===== src/rtl/son_oh_pkg.sv =====
package son_oh_pkg;

  localparam int unsigned SCR_W = 7;

  typedef logic [SCR_W-1:0] scr_state_t;

  localparam scr_state_t SCR_SEED = '1;

  // Eight keystream bits from generator 1+x^6+x^7, first bit in the MSB.
  function automatic logic [7:0] scr_key(input scr_state_t s);
    scr_state_t t;
    logic [7:0] k;
    t = s;
    k = '0;
    for (int i = 7; i >= 0; i--) begin
      k[i] = t[6];
      t    = {t[5:0], t[6] ^ t[5]};
    end
    return k;
  endfunction

  // Generator state after eight shifts.
  function automatic scr_state_t scr_step(input scr_state_t s);
    scr_state_t t;
    t = s;
    for (int i = 0; i < 8; i++) begin
      t = {t[5:0], t[6] ^ t[5]};
    end
    return t;
  endfunction

endpackage


===== src/rtl/son_frame_pos.sv =====
module son_frame_pos
  import son_oh_pkg::*;
#(
  parameter int unsigned N    = 12,
  parameter int unsigned ROWS = 9,
  parameter int unsigned COLS = 90
) (
  input  logic       clk,
  input  logic       rst_n,
  input  logic       fs,
  output logic [7:0] ks,
  output logic       scr_zone,
  output logic       b1_slot,
  output logic       prev_full
);

  localparam int unsigned FRAME_BYTES = N * ROWS * COLS;
  localparam int unsigned POS_W       = $clog2(FRAME_BYTES);
  localparam logic [POS_W-1:0] POS_LAST = POS_W'(FRAME_BYTES - 1);
  localparam logic [POS_W-1:0] POS_SCR0 = POS_W'(3 * N);
  localparam logic [POS_W-1:0] POS_B1   = POS_W'(COLS * N);

  logic [POS_W-1:0] pos_q, pos_cur, pos_d;
  scr_state_t       lfsr_q, lfsr_cur, lfsr_d;
  logic             seen_q, seen_d;
  logic             full_q, full_d;

  always_comb begin
    pos_cur   = fs ? '0 : pos_q;
    pos_d     = (pos_cur == POS_LAST) ? '0 : pos_cur + 1'b1;
    scr_zone  = (pos_cur >= POS_SCR0);
    b1_slot   = (pos_cur == POS_B1);
    lfsr_cur  = (pos_cur == POS_SCR0) ? SCR_SEED : lfsr_q;
    ks        = scr_key(lfsr_cur);
    lfsr_d    = scr_step(lfsr_cur);
    seen_d    = seen_q | fs;
    full_d    = full_q | (fs & seen_q);
    prev_full = full_d;
  end

  always_ff @(posedge clk or negedge rst_n) begin
    if (!rst_n) begin
      pos_q  <= '0;
      seen_q <= 1'b0;
      full_q <= 1'b0;
    end else begin
      pos_q  <= pos_d;
      seen_q <= seen_d;
      full_q <= full_d;
    end
  end

  always_ff @(posedge clk or negedge rst_n) begin
    if (!rst_n) begin
      lfsr_q <= SCR_SEED;
    end else if (scr_zone) begin
      lfsr_q <= lfsr_d;
    end
  end

endmodule


===== src/rtl/son_tx_path.sv =====
module son_tx_path #(
  parameter int unsigned N    = 12,
  parameter int unsigned ROWS = 9,
  parameter int unsigned COLS = 90
) (
  input  logic       clk,
  input  logic       rst_n,
  input  logic       fs,
  input  logic [7:0] data_in,
  input  logic       scr_en,
  input  logic       b1_en,
  output logic       fs_out,
  output logic [7:0] data_out
);

  logic [7:0] ks;
  logic       scr_zone, b1_slot, prev_full;
  logic [7:0] ins_byte, line_byte;
  logic [7:0] acc_q, acc_d, hold_q, hold_d;

  son_frame_pos #(.N(N), .ROWS(ROWS), .COLS(COLS)) u_pos (
    .clk       (clk),
    .rst_n     (rst_n),
    .fs        (fs),
    .ks        (ks),
    .scr_zone  (scr_zone),
    .b1_slot   (b1_slot),
    .prev_full (prev_full)
  );

  always_comb begin
    ins_byte  = (b1_en && b1_slot && prev_full) ? hold_q : data_in;
    line_byte = (scr_en && scr_zone) ? (ins_byte ^ ks) : ins_byte;
    acc_d     = fs ? line_byte : (acc_q ^ line_byte);
    hold_d    = fs ? acc_q : hold_q;
  end

  always_ff @(posedge clk or negedge rst_n) begin
    if (!rst_n) begin
      acc_q    <= '0;
      hold_q   <= '0;
      fs_out   <= 1'b0;
      data_out <= '0;
    end else begin
      acc_q    <= acc_d;
      hold_q   <= hold_d;
      fs_out   <= fs;
      data_out <= line_byte;
    end
  end

endmodule


===== src/rtl/son_rx_path.sv =====
module son_rx_path #(
  parameter int unsigned N    = 12,
  parameter int unsigned ROWS = 9,
  parameter int unsigned COLS = 90
) (
  input  logic       clk,
  input  logic       rst_n,
  input  logic       fs,
  input  logic [7:0] data_in,
  input  logic       dscr_en,
  output logic       fs_out,
  output logic [7:0] data_out,
  output logic       err_out,
  output logic       hit
);

  logic [7:0] ks;
  logic       scr_zone, b1_slot, prev_full;
  logic [7:0] plain_byte;
  logic [7:0] acc_q, acc_d, hold_q, hold_d;

  son_frame_pos #(.N(N), .ROWS(ROWS), .COLS(COLS)) u_pos (
    .clk       (clk),
    .rst_n     (rst_n),
    .fs        (fs),
    .ks        (ks),
    .scr_zone  (scr_zone),
    .b1_slot   (b1_slot),
    .prev_full (prev_full)
  );

  always_comb begin
    plain_byte = (dscr_en && scr_zone) ? (data_in ^ ks) : data_in;
    hit        = b1_slot && prev_full && (plain_byte != hold_q);
    acc_d      = fs ? data_in : (acc_q ^ data_in);
    hold_d     = fs ? acc_q : hold_q;
  end

  always_ff @(posedge clk or negedge rst_n) begin
    if (!rst_n) begin
      acc_q    <= '0;
      hold_q   <= '0;
      fs_out   <= 1'b0;
      data_out <= '0;
      err_out  <= 1'b0;
    end else begin
      acc_q    <= acc_d;
      hold_q   <= hold_d;
      fs_out   <= fs;
      data_out <= plain_byte;
      err_out  <= hit;
    end
  end

endmodule


===== src/rtl/son_err_cnt.sv =====
module son_err_cnt #(
  parameter int unsigned CNT_W = 16
) (
  input  logic             clk,
  input  logic             rst_n,
  input  logic             hit,
  input  logic             rd,
  output logic [CNT_W-1:0] count
);

  localparam logic [CNT_W-1:0] CNT_MAX = '1;

  logic [CNT_W-1:0] count_d;

  always_comb begin
    if (rd) begin
      count_d = CNT_W'(hit);
    end else if (hit && (count != CNT_MAX)) begin
      count_d = count + 1'b1;
    end else begin
      count_d = count;
    end
  end

  always_ff @(posedge clk or negedge rst_n) begin
    if (!rst_n) begin
      count <= '0;
    end else begin
      count <= count_d;
    end
  end

endmodule


===== src/rtl/son_b1_scr_unit.sv =====
module son_b1_scr_unit #(
  parameter int unsigned N     = 12,
  parameter int unsigned ROWS  = 9,
  parameter int unsigned COLS  = 90,
  parameter int unsigned CNT_W = 16
) (
  input  logic             clk,
  input  logic             rst_n,
  input  logic             tx_fs,
  input  logic [7:0]       tx_data_in,
  input  logic             tx_scr_en,
  input  logic             tx_b1_en,
  output logic             tx_fs_out,
  output logic [7:0]       tx_data_out,
  input  logic             rx_fs,
  input  logic [7:0]       rx_data_in,
  input  logic             rx_dscr_en,
  output logic             rx_fs_out,
  output logic [7:0]       rx_data_out,
  output logic             rx_b1_err,
  input  logic             cnt_rd,
  output logic [CNT_W-1:0] err_count
);

  logic rx_hit;

  son_tx_path #(.N(N), .ROWS(ROWS), .COLS(COLS)) u_tx (
    .clk      (clk),
    .rst_n    (rst_n),
    .fs       (tx_fs),
    .data_in  (tx_data_in),
    .scr_en   (tx_scr_en),
    .b1_en    (tx_b1_en),
    .fs_out   (tx_fs_out),
    .data_out (tx_data_out)
  );

  son_rx_path #(.N(N), .ROWS(ROWS), .COLS(COLS)) u_rx (
    .clk      (clk),
    .rst_n    (rst_n),
    .fs       (rx_fs),
    .data_in  (rx_data_in),
    .dscr_en  (rx_dscr_en),
    .fs_out   (rx_fs_out),
    .data_out (rx_data_out),
    .err_out  (rx_b1_err),
    .hit      (rx_hit)
  );

  son_err_cnt #(.CNT_W(CNT_W)) u_cnt (
    .clk   (clk),
    .rst_n (rst_n),
    .hit   (rx_hit),
    .rd    (cnt_rd),
    .count (err_count)
  );

endmodule


===== config.mk =====
export PLATFORM = sky130hd
export DESIGN_NAME = son_b1_scr_unit
export DESIGN_NICKNAME = d
export VERILOG_FILES = /design/src/rtl/son_oh_pkg.sv /design/src/rtl/son_frame_pos.sv /design/src/rtl/son_tx_path.sv /design/src/rtl/son_rx_path.sv /design/src/rtl/son_err_cnt.sv /design/src/rtl/son_b1_scr_unit.sv
export SDC_FILE = /design/constraint.sdc
export NUM_CORES = 1
export LEC_CHECK = 0
export ABC_AREA = 1
export BUFFER_PORTS_ARGS = -buffer_cell sky130_fd_sc_hd__buf_2
export CAP_MARGIN = 20
export CORE_ASPECT_RATIO = 1.75
export CORE_MARGIN = 4
export CORE_UTILIZATION = 25
export DETAILED_ROUTE_END_ITERATION = 8
export PLACE_DENSITY = 0.41
export SYNTH_ARGS = -nofsm -noshare
export SYNTH_HDL_FRONTEND = slang
export SYNTH_SLANG_ARGS = --single-unit

===== constraint.sdc =====
create_clock -name clk -period 2.7 [get_ports clk]
set_clock_uncertainty 0.15 [all_clocks]
set_input_delay 0.135 -clock clk [delete_from_list [all_inputs] [get_ports clk]]
set_output_delay 0.135 -clock clk [all_outputs]
set_load 0.02 [all_outputs]

==> impl_summary.txt <==
----------------------------------------------------
[Outcome]
  Run status ... complete, no violations

[Floorplanning]
  Core Box Area ... 24000 um^2
  Die Span X ... 126 um
  Die extent in y ... 215 um
  Boundary Pins ... 59
  Starting Density ... 25.4%
  Die area ... 27100 um^2
  Standard-cell rows ... 75

[Place]
  Post-Place Setup Slack ... -0.0431 ns
  Total cell area at the placement stage ... 7200 um^2
  DPL Wire Length ... 12900 um
  IO buf count ... 58
  Global placement routability congestion ... 0.823
  Number of placed instances, taps included ... 1225

[Timing]
  Worst-margin pin slew ... 0.694 ns
  Final Slew Violations ... 0
  Top achievable clock speed ... 0.393 GHz
  Hold Vio Cnt, Final ... 0
  Worst slew margin relative to its limit ... 53.7%
  Final period util ... 94.2%
  Final critical-path required period ... 2.54 ns
  Endpoints failing setup ... 0
  Worst setup margin ... 0.156 ns

[Critical path]
  Sequence of cells on the critical path ... buf_2 > inv_4 > dlygate4sd3_1 > buf_4 > o21ai_2 > nand2_2 > nor2_4 > nand2_4 > nand2_4 > buf_6 > nand2_4 > nand4_1 > nand2_2 > nand2_2 > nand3_4 > nor2_4 > nand2_4 > nand3_4 > clkbuf_16 > nand3_1 > nand2_1
  Slowest stage delay, CP ... 0.57 ns
  Startpoint types ... input port
  Data required time at the worst endpoint ... 2.90 ns
  Worst Path Buf+Inv ... 6
  Standard cell with the maximum stage delay on the critical path ... dlygate4sd3_1
  Cell type with the highest occurrence count on the critical path ... nand2_4
  Class of the most critical setup path ... in -> reg
  Crit-path max FO ... 8
  Largest delay contributor family on the critical path ... simple AND/OR/NAND/NOR gates
  Critical path data arrival time ... 2.74 ns
  Critical Path End Type ... flip-flop

[Yosys]
  Net count after synthesis ... 839
  Largest cells by area after synthesis ... dfrtp_1 41%, nand2_1 12%, inv_1 8.7%
  Async set or reset register ratio after synthesis ... 100%
  Count of unique library cells instantiated by Yosys ... 38
  Yosys top cell by area ... dfrtp_1
  Number of instances in the synthesized netlist ... 810
  Number of synthesized flops with an enable pin ... 0
  Total standard cell area after synthesis ... 6110 um^2
  Flip-flop cell with the highest count after synthesis ... dfrtp_1
  Share of synthesized area occupied by flip-flops and latches ... 46.6%
  FF+latch count, synth ... 113
  Post-Synthesis Mean Instance Area ... 7.54 um^2
  Post-synth top area share ... 40.6%
  YS warnings ... 0
  Top cells by instance count after synthesis ... 188 x nand2_1, 142 x inv_1, 112 x nor2_1
  Most numerous cell in the Yosys netlist ... nand2_1

[Global routing]
  Total global routing overflow ... 0
  Via count of the first global-routing pass ... 5907
  Wire length of the first global-routing pass ... 29500 um
  Initial antenna violation count ... 0
  Largest net degree at the start of global routing ... 48
  Total global routing track utilization ... 13.7%

[Worst hold path]
  Min-Delay Path Class ... in -> reg

[Layout]
  Fraction of layout instances using a drive strength above 1 ... 22.8%
  Ant. Diodes ... 0
  Final std cells w/o fill ... 1282
  Synthesis-to-finish area growth ... 35.3%
  Final Cell Area ... 8260 um^2
  Post-layout net count ... 990

[Clock network]
  Level count of the clock H-tree ... 4
  Cell chosen for the clock root ... clkbuf_16
  Clock-pin transition on the worst setup and hold timing paths ... 0.06 ns
  Worst skew pair latency ... 0.42 ns
  Clock Tree Buf Depth ... 2
  Clock tree from TritonCTS ... built
  Number of buffers added by the clock tree synthesis step ... 17
  Clock sink total ... 113

[Drt]
  Vias post-DR ... 5584
  Final routed wirelength across all metal layers ... 17700 um
  First-pass detailed-route iteration total ... 4
  Antenna-violating nets left ... 0
  Via density per instance ... 4.36
  DRC Markers ... 0
  Routed wire per std cell ... 13.8 um
  Number of DRC markers in iteration 0 ... 217

[Flow run]
  Max-cap violations ... 0

[Power]
  Design Power ... 5.21 mW
  Total leakage power ... 4.05 nW
  VDD IR-drop max ... 0.000362 V
  Total power density per cell area ... 630 nW/um^2

----------------------------------------------------
## metal layers
layer / GRT usage (%) / share of wire, % / wire, um
met1: 14.1 / 38 / 6660
met2: 26.0 / 57 / 10100
met3: 3.03 / 3.0 / 523
met4: 5.80 / 2.6 / 452
met5: 0 / 0 / 0
## registers in the layout, indices dropped and copies added, names as in the netlist, 7 cells and up
name / count
u_tx.data_out: 8
u_tx.acc_q: 8
u_tx.u_pos.lfsr_q: 7
u_cnt.count: 16
u_rx.hold_q: 8
u_tx.hold_q: 8
u_rx.acc_q: 8
u_rx.u_pos.lfsr_q: 7
u_rx.data_out: 8
u_tx.u_pos.pos_q: 14
u_rx.u_pos.pos_q: 14
## tightest hold or removal path, delay by kind of cell
kind,cells,cell delay (ns)
buffers and inverters,3,0.24
and+or+nand+nor,3,0.20
## layout make-up
type,instances,area (um^2)
inverter,148,558
timing repair buffer,146,1060
clock inverter,10,159
multi-input combinational,535,2780
fill,2661,15800
tap,308,385
sequential,113,2850
clock buffer,22,474
## final timing paths
| check | startpoint | endpoint | slack (ns) | cells after the start |
|---|---|---|---|---|
| setup / recovery | rx_fs | u_cnt.count[4] | 0.16 | 21 |
| hold / removal | rx_fs | u_rx.u_pos.pos_q[3] | 0.05 | 6 |
| setup reg to reg | u_rx.u_pos.pos_q[1] | u_cnt.count[4] | 0.16 | 21 |
| hold reg to reg | u_rx.u_pos.seen_q | u_rx.u_pos.seen_q | 0.30 | 2 |
| max in group asynchronous | rst_n | u_rx.u_pos.lfsr_q[6] | 1.43 | 3 |
| min in group asynchronous | rst_n | u_rx.data_out[6] | 0.16 | 2 |
## kinds of logic after synthesis
| group | share of synthesized area [%] |
|---|---|
| AO/OA/AOI/OAI | 6.47 |
| XOR/XNOR | 6.17 |
| adder cells (fa/ha/maj) | 1.02 |
| buffers and inverters | 10.6 |
| flip-flops | 46.6 |
| AND/OR/NAND/NOR | 29.2 |
## layout by cell type, fill, tap and decap left out, types with 5 or more instances in the layout
cell | Yosys | layout
nand2_1 | 188 | 180
inv_1 | 142 | 141
nor2_1 | 112 | 104
dfrtp_1 | 99 | 98
buf_4 | 2 | 65
buf_2 | 1 | 56
nand3_1 | 52 | 49
o21ai_0 | 49 | 49
xor2_1 | 31 | 31
dlygate4sd3_1 | 0 | 20
clkbuf_16 | 0 | 18
nand4_1 | 15 | 15
dfstp_2 | 14 | 14
nor3_1 | 13 | 12
a21oi_1 | 12 | 12
xnor2_1 | 12 | 12
nand2_2 | 8 | 11
nor2_2 | 3 | 8
nor4_1 | 10 | 8
nand2_4 | 1 | 6
nor2_4 | 2 | 5
a31oi_1 | 5 | 5
## what timing repair did
| action | 4_1_cts | 5_1_grt |
|---|---|---|
| gates resized for setup | 2 | 43 |
| gates cloned | 0 | 2 |
| hold endpoints to repair | 58 | 0 |
| endpoints found under the setup margin | 15 | 25 |
| hold buffers | 20 | 0 |
| pin swaps | 0 | 12 |
| buffers inserted | 0 | 3 |
## power breakdown
group	switching, mW	leakage, nW	internal (mW)	total (mW)
Combinational	0.459	2.35	0.299	0.758
Clock	0.825	0.306	1.61	2.44
Sequential	0.0919	1.39	1.92	2.01
Total	1.38	4.05	3.83	5.21
## stage by stage
stage | util, % | hold WS (ns) | setup TNS (ns)
finish | 34.4 | 0.0467 | 0
floorplan | - | -0.311 | 0
detailed placement | 30.0 | 0.0892 | -0.422
global route | 34.4 | 0.0602 | -0.136
CTS | 33.5 | 0.0131 | 0
global placement | 30.0 | 0.0854 | -0.134
No activity file was read; power rests on OpenSTA's default activity.
